File: src/rtl/pdma_regs_pkg.sv
// Shared constants for the dual-channel packet DMA register block.
// Assumes byte addressing with an 8-bit address and 32-bit data.
package pdma_regs_pkg;
    localparam int ADDR_W    = 8;
    localparam int DATA_W    = 32;
    localparam int OFS_W     = 5;
    localparam int EVT_W     = 8;

    localparam logic [ADDR_W-1:0] CH_BASE   = 8'h80;
    localparam int                CH_STRIDE = 32;
    localparam logic [ADDR_W-1:0] KEY_ADDR  = 8'hC7;
    localparam logic [7:0]        KEY_VALUE = 8'h07;

    localparam logic [OFS_W-1:0] OFS_CTL  = 5'h00;
    localparam logic [OFS_W-1:0] OFS_STAT = 5'h02;
    localparam logic [OFS_W-1:0] OFS_CNT  = 5'h04;
    localparam logic [OFS_W-1:0] OFS_PTR  = 5'h0C;
    localparam logic [OFS_W-1:0] OFS_FIN  = 5'h14;
    localparam logic [OFS_W-1:0] OFS_FOUT = 5'h16;

    localparam int CTL_MASK_BIT = 8;
    localparam int CTL_GO_BIT   = 7;
    localparam int CTL_RST_BIT  = 5;

    localparam logic [EVT_W-1:0] STAT_ERR_MASK = 8'h51;

    localparam logic [15:0] RST_FIFO_THR = 16'h0100;
    localparam logic [15:0] RST_PKT_CNT  = 16'h0001;
endpackage

File: src/rtl/pdma_decode.sv
// Address decoder: splits a host byte address into a one-hot channel
// select, an in-channel offset and a key-register hit.
// Assumes channel blocks are CH_STRIDE bytes and aligned to that size.
module pdma_decode
    import pdma_regs_pkg::*;
#(
    parameter int NCH = 2
) (
    input  logic [ADDR_W-1:0] addr,
    output logic [NCH-1:0]    ch_sel,
    output logic [OFS_W-1:0]  ofs,
    output logic              key_sel
);
    localparam int BLK_W = ADDR_W - OFS_W;

    // Offset inside a channel block is the low address bits.
    assign ofs     = addr[OFS_W-1:0];
    assign key_sel = (addr == KEY_ADDR);

    for (genvar i = 0; i < NCH; i++) begin : g_sel
        localparam int          BASE_I = int'(CH_BASE) + i * CH_STRIDE;
        localparam logic [BLK_W-1:0] BLK = BLK_W'(BASE_I >> OFS_W);
        // Channel i is selected when the upper address bits match its block.
        assign ch_sel[i] = (addr[ADDR_W-1:OFS_W] == BLK);
    end
endmodule

File: src/rtl/pdma_key.sv
// Global key byte that gates packet start commands.
// Assumes the key is written as a whole byte; only the value 7 unlocks.
module pdma_key
    import pdma_regs_pkg::*;
(
    input  logic       clk,
    input  logic       rst_n,
    input  logic       wr_hit,
    input  logic [7:0] wdata,
    output logic [7:0] key_q,
    output logic       unlocked
);
    // Hold the last byte written to the key address.
    always_ff @(posedge clk) begin
        if (!rst_n)      key_q <= '0;
        else if (wr_hit) key_q <= wdata;
    end

    assign unlocked = (key_q == KEY_VALUE);
endmodule

File: src/rtl/pdma_chan.sv
// One channel's register set: held configuration, command pulses,
// sticky read-to-clear status, interrupt and failure flags.
// Assumes wr_hit/rd_hit are already qualified by this channel's select.
module pdma_chan
    import pdma_regs_pkg::*;
(
    input  logic              clk,
    input  logic              rst_n,
    input  logic              wr_hit,
    input  logic              rd_hit,
    input  logic [OFS_W-1:0]  ofs,
    input  logic [DATA_W-1:0] wdata,
    input  logic              start_ok,
    input  logic [EVT_W-1:0]  evt,
    output logic [DATA_W-1:0] rdata,
    output logic              start_p,
    output logic              reset_p,
    output logic              irq,
    output logic              err,
    output logic [1:0]        pio,
    output logic [15:0]       pkt_cnt,
    output logic [31:0]       next_ptr,
    output logic [15:0]       fifo_in,
    output logic [15:0]       fifo_out
);
    logic             mask_q;
    logic [EVT_W-1:0] stat_q;
    logic             wr_ctl;
    logic             rd_stat;

    assign wr_ctl  = wr_hit && (ofs == OFS_CTL);
    assign rd_stat = rd_hit && (ofs == OFS_STAT);

    // Held configuration fields, loaded by host writes.
    always_ff @(posedge clk) begin
        if (!rst_n) begin
            mask_q   <= 1'b1;
            pio      <= '0;
            pkt_cnt  <= RST_PKT_CNT;
            next_ptr <= '0;
            fifo_in  <= RST_FIFO_THR;
            fifo_out <= RST_FIFO_THR;
        end else if (wr_hit) begin
            case (ofs)
                OFS_CTL: begin
                    mask_q <= wdata[CTL_MASK_BIT];
                    pio    <= wdata[1:0];
                end
                OFS_CNT:  pkt_cnt  <= wdata[15:0];
                OFS_PTR:  next_ptr <= wdata;
                OFS_FIN:  fifo_in  <= wdata[15:0];
                OFS_FOUT: fifo_out <= wdata[15:0];
                default:  ;
            endcase
        end
    end

    // Self-clearing command pulses; reset suppresses a start in the same write.
    always_ff @(posedge clk) begin
        if (!rst_n) begin
            reset_p <= 1'b0;
            start_p <= 1'b0;
        end else begin
            reset_p <= wr_ctl && wdata[CTL_RST_BIT];
            start_p <= wr_ctl && wdata[CTL_GO_BIT] && !wdata[CTL_RST_BIT] && start_ok;
        end
    end

    // Sticky status: events set bits, a status read clears older bits.
    always_ff @(posedge clk) begin
        if (!rst_n) stat_q <= '0;
        else        stat_q <= (rd_stat ? '0 : stat_q) | evt;
    end

    // Read-back value for the addressed register.
    always_comb begin
        rdata = '0;
        case (ofs)
            OFS_CTL:  rdata = {23'b0, mask_q, 6'b0, pio};
            OFS_STAT: rdata = {24'b0, stat_q};
            OFS_CNT:  rdata = {16'b0, pkt_cnt};
            OFS_PTR:  rdata = next_ptr;
            OFS_FIN:  rdata = {16'b0, fifo_in};
            OFS_FOUT: rdata = {16'b0, fifo_out};
            default:  rdata = '0;
        endcase
    end

    assign irq = !mask_q && (|stat_q);
    assign err = |(stat_q & STAT_ERR_MASK);
endmodule

File: src/rtl/pdma_regfile.sv
// Top of the dual-channel packet DMA register block: decode, key byte,
// one register set per channel and the registered read-data path.
// Assumes one host access per cycle; read data lands one cycle later.
module pdma_regfile
    import pdma_regs_pkg::*;
#(
    parameter int NCH = 2
) (
    input  logic                  clk,
    input  logic                  rst_n,
    input  logic                  host_wr,
    input  logic                  host_rd,
    input  logic [ADDR_W-1:0]     host_addr,
    input  logic [DATA_W-1:0]     host_wdata,
    output logic [DATA_W-1:0]     host_rdata,
    input  logic [NCH*EVT_W-1:0]  eng_evt,
    output logic [NCH-1:0]        eng_start,
    output logic [NCH-1:0]        eng_reset,
    output logic [NCH-1:0]        irq,
    output logic [NCH-1:0]        ch_err,
    output logic [NCH*2-1:0]      cfg_pio,
    output logic [NCH*16-1:0]     cfg_pkt_cnt,
    output logic [NCH*32-1:0]     cfg_next_ptr,
    output logic [NCH*16-1:0]     cfg_fifo_in,
    output logic [NCH*16-1:0]     cfg_fifo_out
);
    logic [NCH-1:0]    ch_sel;
    logic [OFS_W-1:0]  ofs;
    logic              key_sel;
    logic [7:0]        lock_val;
    logic              unlocked;
    logic [DATA_W-1:0] ch_rdata [NCH];
    logic [DATA_W-1:0] rd_mux;

    pdma_decode #(.NCH(NCH)) u_dec (
        .addr    (host_addr),
        .ch_sel  (ch_sel),
        .ofs     (ofs),
        .key_sel (key_sel)
    );

    pdma_key u_key (
        .clk      (clk),
        .rst_n    (rst_n),
        .wr_hit   (host_wr && key_sel),
        .wdata    (host_wdata[7:0]),
        .key_q    (lock_val),
        .unlocked (unlocked)
    );

    for (genvar i = 0; i < NCH; i++) begin : g_ch
        pdma_chan u_chan (
            .clk      (clk),
            .rst_n    (rst_n),
            .wr_hit   (host_wr && ch_sel[i]),
            .rd_hit   (host_rd && ch_sel[i]),
            .ofs      (ofs),
            .wdata    (host_wdata),
            .start_ok (unlocked),
            .evt      (eng_evt[i*EVT_W +: EVT_W]),
            .rdata    (ch_rdata[i]),
            .start_p  (eng_start[i]),
            .reset_p  (eng_reset[i]),
            .irq      (irq[i]),
            .err      (ch_err[i]),
            .pio      (cfg_pio[i*2 +: 2]),
            .pkt_cnt  (cfg_pkt_cnt[i*16 +: 16]),
            .next_ptr (cfg_next_ptr[i*32 +: 32]),
            .fifo_in  (cfg_fifo_in[i*16 +: 16]),
            .fifo_out (cfg_fifo_out[i*16 +: 16])
        );
    end

    // Select read data from the addressed channel or the key byte.
    always_comb begin
        rd_mux = '0;
        for (int i = 0; i < NCH; i++) begin
            if (ch_sel[i]) rd_mux = ch_rdata[i];
        end
        if (key_sel) rd_mux = {24'b0, lock_val};
    end

    // Register read data on a read; hold it otherwise.
    always_ff @(posedge clk) begin
        if (!rst_n)       host_rdata <= '0;
        else if (host_rd) host_rdata <= rd_mux;
    end
endmodule

File: config.mk
export PLATFORM = sky130hd
export DESIGN_NAME = pdma_regfile
export DESIGN_NICKNAME = d
export VERILOG_FILES = /design/src/rtl/pdma_regs_pkg.sv /design/src/rtl/pdma_decode.sv /design/src/rtl/pdma_key.sv /design/src/rtl/pdma_chan.sv /design/src/rtl/pdma_regfile.sv
export SDC_FILE = /design/constraint.sdc
export NUM_CORES = 1
export LEC_CHECK = 0
export BUFFER_PORTS_ARGS = -buffer_cell sky130_fd_sc_hd__buf_2
export CELL_PAD_IN_SITES_DETAIL_PLACEMENT = 2
export CELL_PAD_IN_SITES_GLOBAL_PLACEMENT = 2
export CORE_MARGIN = 2
export CORE_UTILIZATION = 25
export DETAILED_ROUTE_END_ITERATION = 8
export PLACE_DENSITY = 0.66
export SYNTH_ARGS = -nofsm -noshare
export SYNTH_HDL_FRONTEND = slang
export SYNTH_SLANG_ARGS = --single-unit
File: constraint.sdc
create_clock -name clk -period 2 [get_ports clk]
set_input_delay 0.2 -clock clk [delete_from_list [all_inputs] [get_ports clk]]
set_output_delay 0.2 -clock clk [all_outputs]
set_load 0.02 [all_outputs]
==> results of run 1 <==
-- worst register-to-register path: stages (launching register included) --
cell	delay (ns)
dfxtp_1	0.37
mux2_2	0.29
a31o_2	0.25
a221oi_1	0.31
o221ai_1	0.19
-- through the flow --
step,hold WS [ns],setup WS [ns],instance area [um2],utilization [%]
3_5_place_dp,0.441,-0.0485,12000,30.4
2_1_floorplan,0.335,0.275,9960,-
5_1_grt,0.0434,-0.0628,13500,34.1
3_3_place_gp,0.427,-0.00156,12000,30.4
6_report,0.0443,0.00609,13500,34.1
4_1_cts,0.0222,-0.0210,13400,34.0
-- metal layers --
metal  global-route usage [%]  share of wire, %  wire, um  vias up
met4                     7.19               3.4      1530        0
met5                        0                 0         0        -
met2                     38.1                49     22400      265
li1                         -                 -         -     4601
met1                     26.8                42     19000     4979
met3                     4.70               5.9      2700       75
-- worst paths after layout --
kind | endpoint | cells after the start | start | slack (ns)
worst max-delay path | irq[1] | 4 | g_ch[1].u_chan.stat_q[2] | 0.006
worst min-delay path | g_ch[1].u_chan.next_ptr[6] | 3 | host_wdata[6] | 0.04
worst max register to register | host_rdata[1] | 4 | g_ch[0].u_chan.pio[1] | 0.45
worst min register to register | g_ch[0].u_chan.next_ptr[15] | 2 | g_ch[0].u_chan.next_ptr[15] | 0.47
-- power by group through the flow --
| stage | Clock [mW] | Sequential (mW) | Combinational (mW) |
|---|---|---|---|
| 3_5_place_dp | 0 | 4.66 | 0.596 |
| 2_1_floorplan | 0 | 4.65 | 0.332 |
| 4_1_cts | 5.66 | 4.57 | 0.660 |
| 5_1_grt | 5.87 | 4.57 | 0.711 |
| 6_report | 5.51 | 4.57 | 0.662 |
| 3_3_place_gp | 0 | 4.67 | 0.587 |
-- state kept, by name, summed over array words and instances, names as in the netlist --
signal	count
g_ch.u_chan.pio	4
g_ch.u_chan.start_p	2
g_ch.u_chan.mask_q	2
host_rdata	32
g_ch.u_chan.pkt_cnt	32
g_ch.u_chan.fifo_in	32
g_ch.u_chan.next_ptr	64
u_key.key_q	8
g_ch.u_chan.fifo_out	32
g_ch.u_chan.stat_q	16
g_ch.u_chan.reset_p	2
-- synthesized netlist by cell type (all sizes together), types with 17 or more instances --
| cell | instances | area [um2] |
|---|---|---|
| a21boi | 145 | 1090 |
| a21oi | 34 | 170 |
| a22oi | 28 | 210 |
| and2 | 23 | 146 |
| buf | 44 | 335 |
| clkbuf | 70 | 265 |
| dfxtp | 226 | 4520 |
| inv | 22 | 82.6 |
| mux2i | 37 | 370 |
| nand2 | 290 | 1090 |
| nand3 | 62 | 315 |
| nor2b | 44 | 275 |
| o21ai | 17 | 85.1 |
| o22ai | 34 | 213 |
-- cell type report --
| cell class | count | area, um2 |
|---|---|---|
| multi-input cells | 807 | 4790 |
| inverters | 22 | 82.6 |
| clock buffers | 45 | 866 |
| diodes | 3 | 7.51 |
| well taps | 525 | 657 |
| repair buffers | 375 | 2420 |
| clock inverters | 7 | 135 |
| fillers | 4478 | 26100 |
| flip-flops and latches | 226 | 4530 |
-- cell families after synthesis --
kind of cell	Yosys count	synth area share, %
DFF	226	45.4
buffers and inverters	136	6.86
AOI/OAI and AO/OA	302	21.9
and+or+nand+nor	464	21.7
muxes	41	4.17
-- repair_timing --
action | in CTS | in global routing
pin swaps | 0 | 3
endpoints found under the hold margin | 90 | 0
gates resized for setup | 3 | 13
setup endpoints to repair | 2 | 2
hold buffers | 39 | 0
buffers inserted | 0 | 1
==> impl_metrics.json, run 1 <==
{
  "status": "finished clean",
  "dp_cells": 1915,
  "combPwrFrac_pct": 6.2,
  "cts_tree": "built",
  "peakVddDrop_v": 0.000573,
  "switching_share_pct": 23.0,
  "core-area_mm2": 0.0395,
  "syn_nets": 1229,
  "min_path_type": "in -> reg",
  "htree_levels": 1,
  "dr.pass1.iters": 7,
  "grt_max_degree": 99,
  "path_delay_family": "simple AND/OR/NAND/NOR gates",
  "fp-row-count": 73,
  "post_drt_wl_per_cell_um": 22.7,
  "crit_type": "reg -> out",
  "synth_edf_count": 0,
  "cp-end-kind": "primary output",
  "grt_first_pass_wirelength_um": 68600,
  "ys_seq_elements": 226,
  "drt_wl_total_um": 45700,
  "hold_viol_final": 0,
  "maxCapViolations": 0,
  "port_buffers": 263,
  "final-setup-viol-count": 0,
  "dieArea_mm2": 0.0415,
  "vias": 9920,
  "antenna_found_initial": 2,
  "routed_via_density": 4.94,
  "area_growth_pct": 35.4,
  "slowest_delay_ns": 0.54,
  "net-switching-power_mw": 2.48,
  "seq_area_frac_synth_pct": 45.4,
  "ys_warn_count": 0,
  "synthesis.area_mm2": 0.00996,
  "io_pins": 264,
  "tightest_slew_ns": 1.16,
  "clkSinkCount": 226,
  "yosys_most_used_dff": "dfxtp_1",
  "synth-async-reset-ratio_pct": 0,
  "power.share.sequential_pct": 42.5,
  "root_buffer": "clkbuf_16",
  "clk_latency_ns": 0.55,
  "period_needed_ns": 1.99,
  "cp_cell_sequence": "or4_4, nor3_4, nor2_2, buf_6",
  "startpoint_type": "register",
  "relSlewSlack_pct": 22.7,
  "drc": 0,
  "yosysUniqueCellTypes": 55,
  "period_share_pct": 99.7,
  "final_cell_mix": "nand2_1, buf_2, dfxtp_1",
  "slew_viol_final": 0,
  "p_total_mw": 10.7,
  "netlist_instances": 1169,
  "skew_ns": 0.0129,
  "fmax_ghz": 0.502,
  "overflow": 0,
  "avgSynthCellArea_um2": 8.52,
  "crit_fanout": 3,
  "rsz0062_at_grt": "yes",
  "power_leakage_nw": 5.45,
  "intPower_mw": 8.27,
  "slowest_stage": "or4_4",
  "fin_cells": 2010,
  "layout_commonest_cell": "nand2_1",
  "antenna_left": 0,
  "grt_pass1_vias": 10700,
  "nets": 1520,
  "crit_required_ns": 1.80,
  "power_frac_clock_pct": 51.3,
  "track_usage_pct": 21.9,
  "dp_hpwl_um": 33200,
  "clk_path_buf_depth": 3,
  "die_h_um": 204,
  "drt-initial-drc-count": 540,
  "pwr_density_cell_mw_per_mm2": 796,
  "worstPathArrival_ns": 1.79,
  "layout-drive-gt1-share_pct": 27.5,
  "fin_setup_tns_ns": 0,
  "gp_congestion": 0.794,
  "die_x_um": 204,
  "start_util_pct": 25.2,
  "path_buf_inv": 1,
  "cts-buffers-inserted": 28,
  "cts.clk_slew.worst_paths_ns": 0.06
}
(Power assumes the default switching activity.)
==> run 2: changes to the inputs <==
--- a/config.mk
+++ b/config.mk
@@ -10,6 +10,7 @@
 export CELL_PAD_IN_SITES_GLOBAL_PLACEMENT = 2
 export CORE_MARGIN = 2
 export CORE_UTILIZATION = 25
+export CTS_BUF_LIST = sky130_fd_sc_hd__clkbuf_8 sky130_fd_sc_hd__clkbuf_16
 export DETAILED_ROUTE_END_ITERATION = 8
 export PLACE_DENSITY = 0.66
 export SYNTH_ARGS = -nofsm -noshare
==> run 2 against run 1 <==
Sequential power about the same. First-iteration DRC count increased by 3.0%. Global-route usage about the same. Utilization did not move. Register-to-register slack is essentially flat. Critical path type unchanged. Design area is the same. Setup slack about the same. Clock power decreased by 0.7%. Critical path depth unchanged. Largest power group unchanged.
==> impl_metrics.json, run 2 (synthesized netlist as in run 1, its figures left out) <==
{
  "antenna_left": 0,
  "period_needed_ns": 1.99,
  "cts-buffers-inserted": 28,
  "path_buf_inv": 1,
  "die_x_um": 204,
  "dr.pass1.iters": 5,
  "routed_via_density": 4.92,
  "tightest_slew_ns": 1.18,
  "hold_viol_final": 0,
  "regMostFlops": "g_ch.u_chan.next_ptr",
  "placed_area_mm2": 0.0120,
  "maxCapViolations": 0,
  "power_leakage_nw": 5.48,
  "nets": 1520,
  "final-setup-viol-count": 0,
  "skew_ns": 0.0110,
  "pwr_density_cell_mw_per_mm2": 794,
  "dp_hpwl_um": 33200,
  "slowest_delay_ns": 0.54,
  "vias": 9895,
  "dieArea_mm2": 0.0415,
  "worstPathArrival_ns": 1.79,
  "drc": 0,
  "clk_latency_ns": 0.55,
  "start_util_pct": 25.2,
  "track_usage_pct": 21.9,
  "cp-end-kind": "primary output",
  "largest_register_ffs": 64,
  "grt_max_degree": 99,
  "fmax_ghz": 0.501,
  "core-area_mm2": 0.0395,
  "fin_area_mm2": 0.0135,
  "fp-row-count": 73,
  "rsz0062_at_grt": "yes",
  "period_share_pct": 99.7,
  "crit_type": "reg -> out",
  "startpoint_type": "register",
  "dp_cells": 1915,
  "overflow": 0,
  "crit_required_ns": 1.80,
  "layout-drive-gt1-share_pct": 27.5,
  "slew_viol_final": 0,
  "drt_wl_total_um": 45700,
  "antenna_found_initial": 2,
  "area_growth_pct": 35.4,
  "cp_cell_sequence": "or4_4, nor3_4, nor2_2, buf_6",
  "cts.clk_slew.worst_paths_ns": 0.06,
  "clk_path_buf_depth": 3,
  "drt-initial-drc-count": 556,
  "relSlewSlack_pct": 21.4,
  "path_delay_family": "simple AND/OR/NAND/NOR gates",
  "status": "finished clean",
  "layout_commonest_cell": "nand2_1",
  "die_h_um": 204,
  "grt_pass1_vias": 10700,
  "grt_first_pass_wirelength_um": 68600,
  "cts_tree": "built",
  "htree_levels": 1,
  "clkSinkCount": 226,
  "crit_fanout": 3,
  "slowest_stage": "or4_4",
  "root_buffer": "clkbuf_16",
  "peakVddDrop_v": 0.000577,
  "gp_congestion": 0.794,
  "fin_cells": 2010,
  "port_buffers": 263,
  "final_cell_mix": "nand2_1, buf_2, dfxtp_1",
  "min_path_type": "in -> reg",
  "post_drt_wl_per_cell_um": 22.8,
  "io_pins": 264
}
run 2: changes by cell type in the layout (fill, tap and decap cells not counted):
| cell | change |
|---|---|
| inv_1 | +8 |
| clkbuf_1 | -8 |
run 2: timing repair:
action / 4_1_cts / 5_1_grt
hold buffers: 39 / 0
hold endpoints to repair: 90 / 0
endpoints found under the setup margin: 2 / 2
buffers inserted: 0 / 1
pin swaps: 0 / 3
resized for setup: 3 / 13
run 2: worst paths after layout:
kind                                                   from                           to  slack [ns]  cells after the start
worst max-delay path               g_ch[1].u_chan.stat_q[2]                       irq[1]       0.006                      4
worst min-delay path                          host_wdata[6]   g_ch[1].u_chan.next_ptr[6]        0.04                      3
worst max register to register    g_ch[0].u_chan.pkt_cnt[1]                host_rdata[1]        0.45                      4
worst min register to register  g_ch[0].u_chan.next_ptr[15]  g_ch[0].u_chan.next_ptr[15]        0.47                      2
run 2: final cells by class:
| class | instances | area, um2 |
|---|---|---|
| flip-flops and latches | 226 | 4530 |
| multi-input cells | 807 | 4790 |
| well taps | 525 | 657 |
| clock buffers | 37 | 836 |
| inverters | 22 | 82.6 |
| repair buffers | 375 | 2420 |
| fillers | 4478 | 26100 |
| diodes | 3 | 7.51 |
| clock inverters | 15 | 165 |
run 2: power by group:
| group | leakage [nW] | switching [mW] | internal, mW |
|---|---|---|---|
| Sequential | 1.83 | 0.0360 | 4.53 |
| Clock | 0.526 | 2.06 | 3.41 |
| Combinational | 3.13 | 0.386 | 0.276 |
| Total | 5.48 | 2.48 | 8.22 |
run 2: tightest hold or removal path, delay by kind of cell:
family | cells | cell delay (ns)
AOI/OAI and AO/OA | 1 | 0.06
buffers and inverters | 1 | 0.19
and+or+nand+nor | 1 | 0.09
run 2: per-layer routing:
metal  vias to the layer above  share of wire [%]  track usage [%]
met3                        74                5.9             4.70
met4                         0                3.3             7.19
li1                       4598                  -                -
met2                       276                 49             38.1
met5                         -                  0                0
met1                      4947                 42             26.8
run 2: metrics by stage:
stage	power (mW)	setup TNS [ns]	hold WS (ns)	util (%)	setup WS, ns
after floorplan	4.99	0	0.335	-	0.275
after global placement	5.25	-0.00280	0.427	30.4	-0.00156
after global routing	11.1	-0.0808	0.0434	34.1	-0.0628
after CTS	10.8	-0.0210	0.0222	34.0	-0.0210
final	10.7	0	0.0437	34.1	0.00586
after detailed placement	5.26	-0.0735	0.441	30.4	-0.0485
==> run 3: changes to the inputs <==
--- a/config.mk
+++ b/config.mk
@@ -9,10 +9,11 @@
 export CELL_PAD_IN_SITES_DETAIL_PLACEMENT = 2
 export CELL_PAD_IN_SITES_GLOBAL_PLACEMENT = 2
 export CORE_MARGIN = 2
-export CORE_UTILIZATION = 25
+export CORE_UTILIZATION = 31
 export CTS_BUF_LIST = sky130_fd_sc_hd__clkbuf_8 sky130_fd_sc_hd__clkbuf_16
 export DETAILED_ROUTE_END_ITERATION = 8
-export PLACE_DENSITY = 0.66
+export PLACE_DENSITY = 0.8
+export SLEW_MARGIN = 10
 export SYNTH_ARGS = -nofsm -noshare
 export SYNTH_HDL_FRONTEND = slang
 export SYNTH_SLANG_ARGS = --single-unit
==> constraint.sdc (replaced) <==
create_clock -name clk -period 2.1 [get_ports clk]
set_input_delay 0.21 -clock clk [delete_from_list [all_inputs] [get_ports clk]]
set_output_delay 0.21 -clock clk [all_outputs]
set_load 0.02 [all_outputs]
==> run 3 against run 2 <==
Die area down 19%. Register-to-register slack better by 0.19 ns. Flip-flop and latch count unchanged. Global-route usage up 4.6 points. Clock skew down 0.0022 ns. Critical endpoint unchanged. Sequential power down 4.8%. Routed wire length down 1.5%.
==> impl_metrics.json, run 3 (synthesized netlist as in run 1, its figures left out) <==
{
  "skew_ns": 0.00885,
  "cts-buffers-inserted": 27,
  "p_total_mw": 9.73,
  "period_needed_ns": 2.05,
  "whs_ns": 0.0188,
  "dp_hpwl_um": 31100,
  "overflow": 0,
  "htree_levels": 1,
  "r2r_start": "g_ch[1].u_chan.fifo_in[0]",
  "root_buffer": "clkbuf_16",
  "min_path_type": "in -> reg",
  "worstSetupPathDepth": 4,
  "nets": 1503,
  "holdPathStages": 3,
  "crit_type": "reg -> out",
  "start_util_pct": 31.5,
  "vias": 10100,
  "timing.critical_path.from": "g_ch[1].u_chan.stat_q[5]",
  "tightest_slew_ns": 0.584,
  "path_buf_inv": 1,
  "die_x_um": 183,
  "slowest_delay_ns": 0.55,
  "grt_max_degree": 147,
  "antenna_found_initial": 2,
  "slew_viol_final": 0,
  "wl_met3_um": 2430,
  "period_share_pct": 97.4,
  "track_usage_pct": 26.5,
  "peakVddDrop_v": 0.000595,
  "crit_required_ns": 1.89,
  "hp-start": "host_wdata[15]",
  "area_growth_pct": 30.9,
  "post_drt_wl_per_cell_um": 24.1,
  "worstPathArrival_ns": 1.84,
  "met1_length_um": 18700,
  "port_buffers": 263,
  "reg2reg_depth": 4,
  "maxCapViolations": 0,
  "core-area_mm2": 0.0316,
  "fp-row-count": 65,
  "cts_tree": "built",
  "drt_wl_total_um": 45000,
  "cp-end-kind": "primary output",
  "grt_pass1_vias": 10900,
  "cp_cell_sequence": "or4_4, nor3_4, nor2_2, buf_4",
  "slowest_stage": "or4_4",
  "largest_register_ffs": 64,
  "dieArea_mm2": 0.0336,
  "crit_fanout": 3,
  "clk_latency_ns": 0.54,
  "regMostFlops": "g_ch.u_chan.next_ptr",
  "clk_path_buf_depth": 3,
  "layout_commonest_cell": "nand2_1",
  "drt-initial-drc-count": 584,
  "top_layer_used": "met4",
  "dr_wl_met2_um": 22400,
  "final-setup-viol-count": 0,
  "fmax_ghz": 0.489,
  "pwr_density_cell_mw_per_mm2": 746,
  "status": "finished clean",
  "die_h_um": 183,
  "rsz0062_at_grt": "no",
  "power_leakage_nw": 5.33,
  "io_pins": 264,
  "final_cell_mix": "nand2_1, buf_2, dfxtp_1",
  "path_delay_family": "simple AND/OR/NAND/NOR gates",
  "cts.clk_slew.worst_paths_ns": 0.06,
  "clkSinkCount": 226,
  "startpoint_type": "register",
  "grt_first_pass_wirelength_um": 68200,
  "dr.pass1.iters": 6,
  "relSlewSlack_pct": 61.1,
  "post_cts_buffers": 0,
  "antenna_left": 0,
  "routed_via_density": 5.39,
  "hold_viol_final": 0,
  "gp_congestion": 0.845,
  "layout-drive-gt1-share_pct": 26.6,
  "drc": 0
}
run 3: changes by cell type in the layout (fill, tap and decap cells not counted), sizes merged, moves of 2 or more:
cell	before	now
bufinv	4	2
inv	30	27
buf	336	324
clkinv	3	6
clkbuf	37	34
dlygate4sd3	39	35
run 3: report_power, final:
part | switching (mW) | internal (mW)
logic | 0.370 | 0.253
registers | 0.0318 | 4.32
clock network | 1.94 | 2.81
total | 2.34 | 7.38
run 3: area by class of cell:
class                           count  area (um2)
Antenna cell                        2        5.00
Clock buffer                       34         772
Clock inverter                     14         116
Fill cell                        3520       18600
Inverter                           22        82.6
Multi-Input combinational cell    807        4780
Sequential cell                   226        4530
Tap cell                          402         503
Timing Repair Buffer              359        2250
run 3: worst reg2reg max path: stages, from the launching register on:
cell      delay (ns)
dfxtp_1         0.34
a22oi_1         0.20
o22ai_1         0.14
a222oi_1        0.43
o221ai_1        0.20
run 3: worst paths after layout:
| check | slack, ns | endpoint |
|---|---|---|
| max | 0.05 | irq[1] |
| min | 0.02 | g_ch[1].u_chan.next_ptr[15] |
| max reg2reg | 0.64 | host_rdata[0] |
| min reg2reg | 0.47 | g_ch[1].u_chan.next_ptr[18] |
run 3: routing by layer:
metal  GRT usage [%]  vias to the layer above
met5               0                        -
met4            9.15                        0
met3            4.71                       89
met2            47.4                      309
met1            31.8                     5107
li1                -                     4556
run 3: what timing repair did:
action / CTS / global route
resized for setup: 6 / 1
endpoints found under the hold margin: 52 / 0
endpoints found under the setup margin: 1 / 2
pin swaps: 1 / 1
hold buffers: 35 / 0
run 3: stage by stage:
| stage | setup WS (ns) | utilization, % | cell area (um2) | setup TNS [ns] | cells |
|---|---|---|---|---|---|
| 2_1_floorplan | 0.365 | - | 9960 | 0 | 1169 |
| 3_3_place_gp | 0.0691 | 37.2 | 11800 | 0 | 1781 |
| 3_5_place_dp | -0.0191 | 37.2 | 11800 | -0.0267 | 1781 |
| 4_1_cts | 0.000782 | 41.2 | 13000 | 0 | 1864 |
| 5_1_grt | 0.00976 | 41.2 | 13000 | 0 | 1865 |
| 6_report | 0.0544 | 41.2 | 13000 | 0 | 1866 |
